## config.mk

```make
export PLATFORM = sky130hd
export DESIGN_NAME = nfc_seq
export DESIGN_NICKNAME = d
export VERILOG_FILES = /design/src/rtl/nfc_pkg.sv /design/src/rtl/nfc_cmd_fsm.sv /design/src/rtl/nfc_busy_timer.sv /design/src/rtl/nfc_array.sv /design/src/rtl/nfc_seq.sv
export SDC_FILE = /design/constraint.sdc
export NUM_CORES = 1
export LEC_CHECK = 0
export ABC_AREA = 1
export ABC_CLOCK_PERIOD_IN_PS = 3400
export BUFFER_PORTS_ARGS = -buffer_cell sky130_fd_sc_hd__buf_2
export CAP_MARGIN = 20
export CORE_MARGIN = 2
export CORE_UTILIZATION = 47
export DETAILED_ROUTE_END_ITERATION = 8
export PLACE_DENSITY = 0.69
export SYNTH_ARGS = -nofsm -noshare
export SYNTH_HDL_FRONTEND = slang
export SYNTH_HIERARCHICAL = 1
export SYNTH_SLANG_ARGS = --single-unit
```

## constraint.sdc

```tcl
create_clock -name clk -period 3.4 [get_ports clk]
set_input_delay 1.02 -clock clk [delete_from_list [all_inputs] [get_ports clk]]
set_output_delay 1.02 -clock clk [all_outputs]
set_load 0.02 [all_outputs]
```

## src/rtl/nfc_pkg.sv

```systemverilog
package nfc_pkg;

    localparam int AW = 11;
    localparam int DW = 16;

    localparam logic [AW-1:0] ADR_KEY_A = 11'h555;
    localparam logic [AW-1:0] ADR_KEY_B = 11'h2AA;

    localparam logic [7:0] CMD_KEY_A = 8'hAA;
    localparam logic [7:0] CMD_KEY_B = 8'h55;
    localparam logic [7:0] CMD_PROG  = 8'hA0;
    localparam logic [7:0] CMD_IDENT = 8'h90;
    localparam logic [7:0] CMD_FAST  = 8'h20;
    localparam logic [7:0] CMD_RESET = 8'hF0;

    localparam logic [DW-1:0] ID_MFR  = 16'h0001;
    localparam logic [DW-1:0] ID_DEV1 = 16'h227E;
    localparam logic [DW-1:0] ID_DEV2 = 16'h2222;
    localparam logic [DW-1:0] ID_DEV3 = 16'h2200;

    localparam logic [7:0] HS_REDUCED  = 8'h43;
    localparam logic [7:0] HS_STANDARD = 8'h42;

    typedef enum logic [2:0] {
        S_READ,
        S_KEY1,
        S_KEY2,
        S_PROG,
        S_IDENT,
        S_FAST,
        S_FAST_PROG,
        S_BUSY
    } seq_state_t;

    typedef enum logic [1:0] {
        RM_ARRAY,
        RM_IDENT,
        RM_STATUS
    } rd_mode_t;

    typedef struct packed {
        logic [AW-1:0] addr;
        logic [DW-1:0] data;
    } bus_wr_t;

    function automatic logic is_cmd(bus_wr_t w, logic [7:0] code, logic [AW-1:0] a);
        return (w.data[7:0] == code) && (w.addr == a);
    endfunction

    function automatic logic [DW-1:0] ident_word(logic [7:0] ofs, logic locked,
                                                 logic [7:0] hs);
        logic [DW-1:0] w;
        case (ofs)
            8'h00:   w = ID_MFR;
            8'h01:   w = ID_DEV1;
            8'h02:   w = {{(DW-1){1'b0}}, locked};
            8'h03:   w = {{(DW-8){1'b0}}, hs};
            8'h0E:   w = ID_DEV2;
            8'h0F:   w = ID_DEV3;
            default: w = '0;
        endcase
        return w;
    endfunction

    function automatic logic [DW-1:0] status_word(logic d7, logic tog);
        logic [DW-1:0] w;
        w    = '0;
        w[7] = ~d7;
        w[6] = tog;
        return w;
    endfunction

endpackage

```

## src/rtl/nfc_cmd_fsm.sv

```systemverilog
module nfc_cmd_fsm
    import nfc_pkg::*;
(
    input  logic       clk,
    input  logic       rst,
    input  logic       wr_en,
    input  bus_wr_t    wr,
    input  logic       done,
    output seq_state_t state,
    output logic       start,
    output bus_wr_t    prog_req
);

    seq_state_t nxt;
    logic       ret_fast;
    logic       is_reset;

    assign is_reset = (wr.data[7:0] == CMD_RESET);

    always_comb begin
        nxt   = state;
        start = 1'b0;
        if (wr_en) begin
            unique case (state)
                S_READ: begin
                    if (is_cmd(wr, CMD_KEY_A, ADR_KEY_A)) nxt = S_KEY1;
                end
                S_KEY1: begin
                    nxt = is_cmd(wr, CMD_KEY_B, ADR_KEY_B) ? S_KEY2 : S_READ;
                end
                S_KEY2: begin
                    if (is_cmd(wr, CMD_PROG, ADR_KEY_A))       nxt = S_PROG;
                    else if (is_cmd(wr, CMD_IDENT, ADR_KEY_A)) nxt = S_IDENT;
                    else if (is_cmd(wr, CMD_FAST, ADR_KEY_A))  nxt = S_FAST;
                    else                                       nxt = S_READ;
                end
                S_PROG, S_FAST_PROG: begin
                    nxt   = S_BUSY;
                    start = 1'b1;
                end
                S_IDENT: begin
                    if (is_reset) nxt = S_READ;
                end
                S_FAST: begin
                    if (is_reset)                         nxt = S_READ;
                    else if (wr.data[7:0] == CMD_PROG)    nxt = S_FAST_PROG;
                end
                S_BUSY: begin
                    nxt = S_BUSY;
                end
                default: nxt = S_READ;
            endcase
        end
        if (state == S_BUSY && done) nxt = ret_fast ? S_FAST : S_READ;
    end

    always_ff @(posedge clk) begin
        if (rst) begin
            state    <= S_READ;
            ret_fast <= 1'b0;
            prog_req <= '0;
        end else begin
            state <= nxt;
            if (start) begin
                prog_req <= wr;
                ret_fast <= (state == S_FAST_PROG);
            end
        end
    end

endmodule

```

## src/rtl/nfc_busy_timer.sv

```systemverilog
module nfc_busy_timer #(
    parameter int CYCLES = 8
) (
    input  logic clk,
    input  logic rst,
    input  logic start,
    output logic active,
    output logic done
);

    localparam int CW = $clog2(CYCLES + 1);

    logic [CW-1:0] cnt;

    assign active = (cnt != '0);
    assign done   = (cnt == CW'(1));

    always_ff @(posedge clk) begin
        if (rst)              cnt <= '0;
        else if (start)       cnt <= CW'(CYCLES);
        else if (cnt != '0)   cnt <= cnt - CW'(1);
    end

endmodule

```

## src/rtl/nfc_array.sv

```systemverilog
module nfc_array
    import nfc_pkg::*;
#(
    parameter int IDX_W = 4
) (
    input  logic             clk,
    input  logic             rst,
    input  logic             commit,
    input  logic [IDX_W-1:0] wr_idx,
    input  logic [DW-1:0]    wr_data,
    input  logic [IDX_W-1:0] rd_idx,
    output logic [DW-1:0]    rd_word
);

    localparam int DEPTH = 1 << IDX_W;

    logic [DW-1:0] mem [DEPTH];

    assign rd_word = mem[rd_idx];

    always_ff @(posedge clk) begin
        if (rst) begin
            for (int i = 0; i < DEPTH; i++) mem[i] <= '1;
        end else if (commit) begin
            mem[wr_idx] <= mem[wr_idx] & wr_data;
        end
    end

endmodule

```

## src/rtl/nfc_seq.sv

```systemverilog
module nfc_seq
    import nfc_pkg::*;
#(
    parameter int                      BUSY_CYCLES = 8,
    parameter int                      ARR_AW      = 4,
    parameter int                      SECT_W      = 2,
    parameter logic [(1<<SECT_W)-1:0]  LOCK_MASK   = '0,
    parameter bit                      FAST_HS     = 1'b1
) (
    input  logic          clk,
    input  logic          rst,
    input  logic          wr_en,
    input  logic          rd_en,
    input  logic [10:0]   addr,
    input  logic [15:0]   wdata,
    output logic [15:0]   rdata,
    output logic          busy
);

    localparam int SECT_LSB = AW - SECT_W;

    bus_wr_t     wr_bus;
    bus_wr_t     prog_req;
    seq_state_t  seq_st;
    rd_mode_t    rd_mode;
    logic        start;
    logic        done;
    logic        tmr_busy;
    logic        tog;
    logic        locked;
    logic [7:0]  hs_code;
    logic [DW-1:0] arr_word;
    logic [DW-1:0] rd_next;

    assign wr_bus = '{addr: addr, data: wdata};
    assign busy   = tmr_busy;

    nfc_cmd_fsm u_fsm (
        .clk      (clk),
        .rst      (rst),
        .wr_en    (wr_en),
        .wr       (wr_bus),
        .done     (done),
        .state    (seq_st),
        .start    (start),
        .prog_req (prog_req)
    );

    nfc_busy_timer #(.CYCLES(BUSY_CYCLES)) u_tmr (
        .clk    (clk),
        .rst    (rst),
        .start  (start),
        .active (tmr_busy),
        .done   (done)
    );

    nfc_array #(.IDX_W(ARR_AW)) u_arr (
        .clk     (clk),
        .rst     (rst),
        .commit  (done),
        .wr_idx  (prog_req.addr[ARR_AW-1:0]),
        .wr_data (prog_req.data),
        .rd_idx  (addr[ARR_AW-1:0]),
        .rd_word (arr_word)
    );

    generate
        if (FAST_HS) begin : g_hs_fast
            assign hs_code = HS_REDUCED;
        end else begin : g_hs_std
            assign hs_code = HS_STANDARD;
        end
    endgenerate

    assign locked = LOCK_MASK[addr[AW-1:SECT_LSB]];

    always_comb begin
        if (seq_st == S_BUSY)       rd_mode = RM_STATUS;
        else if (seq_st == S_IDENT) rd_mode = RM_IDENT;
        else                        rd_mode = RM_ARRAY;
    end

    always_comb begin
        unique case (rd_mode)
            RM_STATUS: rd_next = status_word(prog_req.data[7], tog);
            RM_IDENT:  rd_next = ident_word(addr[7:0], locked, hs_code);
            default:   rd_next = arr_word;
        endcase
    end

    always_ff @(posedge clk) begin
        if (rst) begin
            rdata <= '0;
            tog   <= 1'b0;
        end else begin
            if (start)                           tog <= 1'b0;
            else if (rd_en && seq_st == S_BUSY)  tog <= ~tog;
            if (rd_en) rdata <= rd_next;
        end
    end

endmodule

```

### Yosys cells after proc, flatten, opt, wreduce, memory -nomap -nowiden

Memories as Yosys holds them, arrays and structs flattened. A register that Yosys moved wholly into a read port is not among the register bits.
Index checks and enable logic that the tools add are counted.

* register bits: 45
* memory bits (writable): 256
* input port bits: 31
* word-level logic and storage cells: 89
* memories kept: 1

* add/sub/neg operators: 1
* magnitude comparators: 1
* equal/unequal tests: 26
* mux-type cells: 32
* bitwise gates (word level): 3
* reduce and logical (&&, ||, !) cells: 17

Memories
* u_arr.mem: words 16, width 16, read ports 2, clocked after memory_dff 1, wr ports 16, line nfc_array.sv:17 `logic [DW-1:0] mem [DEPTH];`

Operators by type and width (number)
* 14-bit case mux with 6 select lines: 1
* 8-bit == test, second input constant: 4
* 16-bit case mux with 2 select lines: 1
* 3-bit 2-to-1 mux: 10
* 4-bit 2-to-1 mux: 5
* 3-bit case mux with 6 select lines: 1
* 16-bit AND: 1
* 8-bit by 2-bit == test with 1-bit output, second input constant: 2
* 8-bit by 4-bit == test with 1-bit output, second input constant: 2
* 16-bit 2-to-1 mux: 1
* 16-bit OR reduction: 1
* 3-bit == test, second input constant: 4
* 11-bit by 10-bit == test with 1-bit output, second input constant: 1
* 11-bit == test, second input constant: 1
* 1-bit 2-to-1 mux: 10
* 8-bit by 1-bit == test with 1-bit output, second input constant: 1
* 8-bit by 6-bit == test with 1-bit output, second input constant: 1
* 8-bit by 7-bit == test with 1-bit output, second input constant: 1
* 8-bit logical NOT: 1
* 1-bit logical AND: 7
* 3-bit by 2-bit == test with 1-bit output, second input constant: 2
* 3-bit by 1-bit inequality test with 1-bit output, second input constant: 2
* 4-bit by 1-bit == test with 1-bit output, second input constant: 1
* 2-bit 2-to-1 mux: 2
* 14 further kinds: 17

### Longest topological paths before layout

Gate-level depths: netlist of the first run.

* depth after elaboration: 8
* mapped depth: 13

### By module

The synthesis of the first run kept the hierarchy.

Modules (own cells, without submodules)
* nfc_array: times used 1, cells each 1840, area each 14881.8 µm², seq. area each 7687.4 µm²
* nfc_cmd_fsm: times used 1, cells each 229, area each 1541.5 µm², seq. area each 620.6 µm²
* nfc_seq: times used 1, cells each 148, area each 928.4 µm², seq. area each 340.3 µm²
* nfc_busy_timer: times used 1, cells each 29, area each 250.2 µm², seq. area each 80.1 µm²

### Worst setup path after synthesis of the first run

Ideal clock, no wire load.

* path kind: input to register
* start point: in rst
* end point: mem u_arr.mem[13][0] (enable)
* setup time: 0.411 ns
* arrival: 2.846 ns
* required time: 2.989 ns
* setup slack: 0.143 ns
* stages: 5
* path buffers: 0
* cell sequence: inv_1 -> nand2_1 -> inv_1 -> nand3_2 -> o21ai_0

RTL lines
* start: declaration: line nfc_seq.sv:11 `input logic rst,`
* end: declaration: line nfc_array.sv:17

==> results.json, run 1 <==
{
  "run_status": "finished, final reports clean",
  "r2r-end": "u_arr/mem[9][12]",
  "root_buffer": "clkbuf_16",
  "holdBufCountCts": 0,
  "hold_class": "reg2reg",
  "drt_wl_total_mm": 56.75,
  "final-setup-viol-count": 0,
  "avgViaCountPerCell": 5.622,
  "cts_max_level": 2,
  "worstPathMaxFanout": 35,
  "worst_setup_path_start_kind": "flip-flop",
  "num_vias": 15360,
  "synthToLayoutAreaGrowth_pct": 10.04,
  "worstPathArrival_ns": 2.97,
  "clkSlewWorstSetupHoldPaths_ns": 0.06,
  "numCtsBuffers": 35,
  "utilization": 0.5237,
  "placed_area_um2": 17990,
  "dieArea_um2": 38540,
  "synth_cells": 2221,
  "wl_per_cell_um": 20.77,
  "r2r_slack_ns": 0.67,
  "port_buffers": 47,
  "min_from": "u_fsm/ret_fast",
  "track_usage": 0.2960,
  "report.final.hold_viol_count": 0,
  "p_sw_frac": 0.2915,
  "pwr-share-comb": 0.173,
  "final_layout_size_suffix_gt1_frac": 0.1126,
  "fin_crit_sh": 0.8021,
  "max_freq_mhz": 366.7,
  "whs_ns": 0.4771,
  "cts_buffer_depth": 3,
  "floorplan.initialDensity": 0.4759,
  "num_rows": 70,
  "cts_tree": "yes",
  "final_antenna_net_count": 0,
  "drv_slew": 0,
  "worstSetupPathType": "reg2reg",
  "clkPwrFrac": 0.391,
  "min_to": "u_fsm/ret_fast",
  "p_total_w": 0.009664,
  "r2r_start": "u_fsm/prog_req[16]",
  "nets": 2272,
  "synth_area_per_cell_um2": 7.826,
  "synth_fp_nets": 2255,
  "tns_ns": 0,
  "maxCapViolations": 0,
  "antenna_found_initial": 0,
  "clock-sinks": 301,
  "yosys_warnings": 6,
  "cts_resized": 0,
  "clkLatencyLatePin_ns": 0.53,
  "antennaDiodeCount": 0,
  "required_ns": 3.64,
  "gp_congestion": 0.9538,
  "final_area_um2": 19130,
  "io_pins": 48,
  "drc": 0,
  "leakagePower_nw": 7.734,
  "drtIter0Drc": 2003,
  "grt_pass1_vias": 14324,
  "cts_setup_buffers": 0,
  "netlist_area_um2": 17380,
  "core_um2": 36520,
  "grt_max_degree": 76,
  "max-slew-margin-rel": 0.3614,
  "worst_slew_pin_slew_ns": 0.9578,
  "p_int_w": 0.006847,
  "fin_crit_ns": 2.727,
  "clock_skew_ns": 0.02315,
  "grt_pass1_wl_mm": 85.56,
  "overflow": 0,
  "end_kind": "flip-flop",
  "vdd_ir_drop_max_uv": 302.7,
  "first_pass_iters": 6,
  "die_x_um": 196.3,
  "power_switching_w": 0.002817,
  "rsz0062_at_grt": "no",
  "dpl.hpwl_mm": 37.83,
  "die_height_um": 196.3,
  "worstHoldPathCells": 2,
  "p_per_area_nw_per_um2": 505.3,
  "r2r_cells": 10,
  "p_seq_frac": 0.436
}
## layer usage
metal  track usage  vias up  share of wire
met5             0        -              0
met4        0.1546        0          0.056
met3       0.05329      136           0.12
met2        0.4501      854           0.44
met1        0.4051     7164           0.39
li1              -     7206              -
## sequential cells by signal, summed over array words and instances (netlist names)
name	flops
tog	1
u_tmr/cnt	4
rdata	16
u_fsm/state	3
u_fsm/prog_req	20
u_fsm/ret_fast	1
u_arr/mem	256
## cell type report
class	count	area (µm²)
fill	3345	17400
clock buffer	51	998.5
sequential	301	8593
tap	468	585.6
inverter	191	726.9
clock inverter	12	136.4
multi-input combinational	1586	7174
timing repair buffer	123	912.1
## critical path, stage by stage, from the launching register on
cell and delay [ns]:
dfxtp_4 0.66, inv_2 0.09, buf_4 0.27, nand2_1 0.11, nand2_1 0.05, nand2_1 0.05, nand2_1 0.12, nand2_1 0.08
nand2_1 0.20, o21ai_4 0.62, nand2_1 0.14
## per-stage QoR
stage | cells | setup WS [ns]
2_1_floorplan | 2221 | 0.1431
3_3_place_gp | 2669 | 0.5486
3_5_place_dp | 2669 | 0.5393
4_1_cts | 2732 | 0.7500
5_1_grt | 2732 | 0.5796
6_report | 2732 | 0.6729
## power by group through the flow
stage                     Clock, W  Combinational (W)  Sequential (W)
after floorplan                  0            0.00111         0.00428
after global placement           0            0.00162         0.00428
after detailed placement         0            0.00164         0.00428
after CTS                  0.00381            0.00165         0.00421
after global routing       0.00396            0.00183         0.00422
final                      0.00378            0.00167         0.00421
## worst max-delay path by stage
stage	endpoint	slack, ns	from	depth (start not counted)
floorplan	u_arr/mem[13][0]	0.14	rst	5
global placement	rdata[5]	0.55	addr[0]	10
detailed placement	rdata[5]	0.54	addr[0]	10
CTS	u_arr/mem[15][2]	0.75	u_fsm/prog_req[16]	10
global route	u_arr/mem[0][7]	0.58	u_fsm/prog_req[16]	8
finish	u_arr/mem[9][12]	0.67	u_fsm/prog_req[16]	10
## placed cells by master (no fill, tap or decap), types with 11 or more instances in the layout
master	instances
nand3_1	86
buf_4	68
buf_2	46
a21oi_2	13
nor2_1	83
clkbuf_1	12
nor2_2	11
o21ai_0	160
edfxtp_1	256
o21ai_1	31
clkbuf_16	37
nor2_4	11
a21oi_1	92
inv_1	179
o211ai_1	37
mux2i_1	12
dfxtp_1	43
o21ai_4	16
nand2_1	997
Power figures use the tool's default switching activity.
==> inputs of run 2 (changes only) <==
ABC_CLOCK_PERIOD_IN_PS = 2700   (was 3400)
PLACE_DENSITY = 0.67   (was 0.69)
clock period = 2.7 ns   (was 3.4 ns; I/O delays follow)
==> results.json, run 2 (synthesis gave the netlist of run 1 again) <==
{
  "grt_pass1_wl_mm": 82.86,
  "root_buffer": "clkbuf_16",
  "num_rows": 70,
  "end_kind": "flip-flop",
  "fillers": 3325,
  "numCtsBuffers": 35,
  "cts_tree": "yes",
  "synthToLayoutAreaGrowth_pct": 11.58,
  "final_cell_mix": "nand2_1 (997), edfxtp_1 (256), inv_1 (179), o21ai_0 (160), a21oi_1 (92)",
  "final_layout_size_suffix_gt1_frac": 0.1198,
  "final_antenna_net_count": 0,
  "wl_per_cell_um": 19.83,
  "port_buffers": 47,
  "worst_setup_path_start_kind": "flip-flop",
  "layout_commonest_cell": "nand2_1",
  "cts_buffer_depth": 3,
  "report.final.hold_viol_count": 0,
  "dieArea_um2": 38540,
  "dpl.hpwl_mm": 36.45,
  "track_usage": 0.2835,
  "avgViaCountPerCell": 5.560,
  "core_um2": 36520,
  "nets": 2286,
  "regMostFlops": "u_arr/mem",
  "drtIter0Drc": 1654,
  "grt_pass1_vias": 14393,
  "drv_slew": 0,
  "holdBufCountCts": 0,
  "biggestRegsByFlops": "u_arr/mem x256, u_fsm/prog_req x20, rdata x16",
  "drc": 0,
  "final-setup-viol-count": 0,
  "drt_wl_total_mm": 54.45,
  "pre_cts_ws_ns": 0.1214,
  "worst_slew_pin_slew_ns": 0.8527,
  "overflow": 0,
  "leakagePower_nw": 7.861,
  "utilization": 0.5310,
  "max-slew-margin-rel": 0.4309,
  "cts_setup_buffers": 0,
  "setup_slack_ns": 0.1846,
  "floorplan.initialDensity": 0.4759,
  "die_x_um": 196.3,
  "gp_congestion": 0.9532,
  "cts_max_level": 2,
  "hold_class": "reg2reg",
  "tns_ns": 0,
  "first_pass_iters": 6,
  "rsz0062_at_grt": "no",
  "cts_resized": 0,
  "fin_crit_sh": 0.9316,
  "clock-sinks": 301,
  "required_ns": 2.94,
  "antenna_found_initial": 1,
  "clkSlewWorstSetupHoldPaths_ns": 0.06,
  "p_per_area_nw_per_um2": 635.8,
  "run_status": "finished, final reports clean",
  "worstPathArrival_ns": 2.75,
  "vdd_ir_drop_max_uv": 357.9,
  "worstPathMaxFanout": 32,
  "num_vias": 15269,
  "largest_register_ffs": 256,
  "clock_skew_ns": 0.01767,
  "maxCapViolations": 0,
  "grt_max_degree": 80,
  "max_freq_mhz": 397.6,
  "io_pins": 48,
  "antennaDiodeCount": 0,
  "clkLatencyLatePin_ns": 0.53,
  "fin_crit_ns": 2.515,
  "die_height_um": 196.3,
  "worstSetupPathType": "reg2reg"
}
-- run 2: cell count changes in the layout (fill, tap and decap cells not counted), sizes merged --
cell      before  now
bufinv         3    5
clkinv         9   17
buf          123  137
inv          191  190
clkinvlp       0    1
clkbuf        51   41
-- run 2: layer usage --
layer	part of all wire	GRT usage	up-vias
met5	0.00033	0	-
met4	0.050	0.1434	2
met3	0.096	0.04728	142
met2	0.45	0.4502	797
met1	0.40	0.3761	7105
li1	-	-	7223
-- run 2: cell type report --
| type | instances | area (µm²) | area share |
|---|---|---|---|
| inverters | 191 | 726.9 | 0.03748 |
| clock buffers | 41 | 960.9 | 0.04955 |
| flip-flops and latches | 301 | 8593 | 0.4431 |
| repair buffers | 137 | 1117 | 0.05761 |
| well taps | 468 | 585.6 | 0.03019 |
| multi-input cells | 1586 | 7179 | 0.3702 |
| clock inverters | 22 | 231.5 | 0.01193 |
-- run 2: critical path, cell delays in order, from the launching register on --
cell	delay [ns]
dfxtp_4	0.53
buf_4	0.39
o21ai_0	0.19
nand2_1	0.09
nand2_1	0.09
nand2_1	0.11
nand2_1	0.11
o21ai_4	0.58
nand2_1	0.12
-- run 2: final timing paths --
kind	startpoint	slack (ns)	endpoint	cells after the start
min	u_fsm/ret_fast	0.47	u_fsm/ret_fast	2
min reg2reg	u_fsm/ret_fast	0.47	u_fsm/ret_fast	2
max	u_fsm/prog_req[16]	0.18	u_arr/mem[1][0]	8
max reg2reg	u_fsm/prog_req[16]	0.18	u_arr/mem[1][0]	8
-- run 2: where the power goes --
group | switching, W | internal (W) | total, W
clock | 0.00193 | 0.00302 | 0.00495
sequential | 0.000120 | 0.00516 | 0.00528
combinational | 0.00147 | 0.000625 | 0.00210
-- run 2: per-stage QoR --
| stage | power [W] | instances | hold slack [ns] | cell area (µm²) |
|---|---|---|---|---|
| 2_1_floorplan | 0.006782 | 2221 | 0.4341 | 17380 |
| 3_3_place_gp | 0.007411 | 2683 | 0.4614 | 18200 |
| 3_5_place_dp | 0.007447 | 2683 | 0.4675 | 18200 |
| 4_1_cts | 0.01237 | 2746 | 0.4750 | 19390 |
| 5_1_grt | 0.01278 | 2746 | 0.4900 | 19390 |
| 6_report | 0.01233 | 2746 | 0.4730 | 19390 |
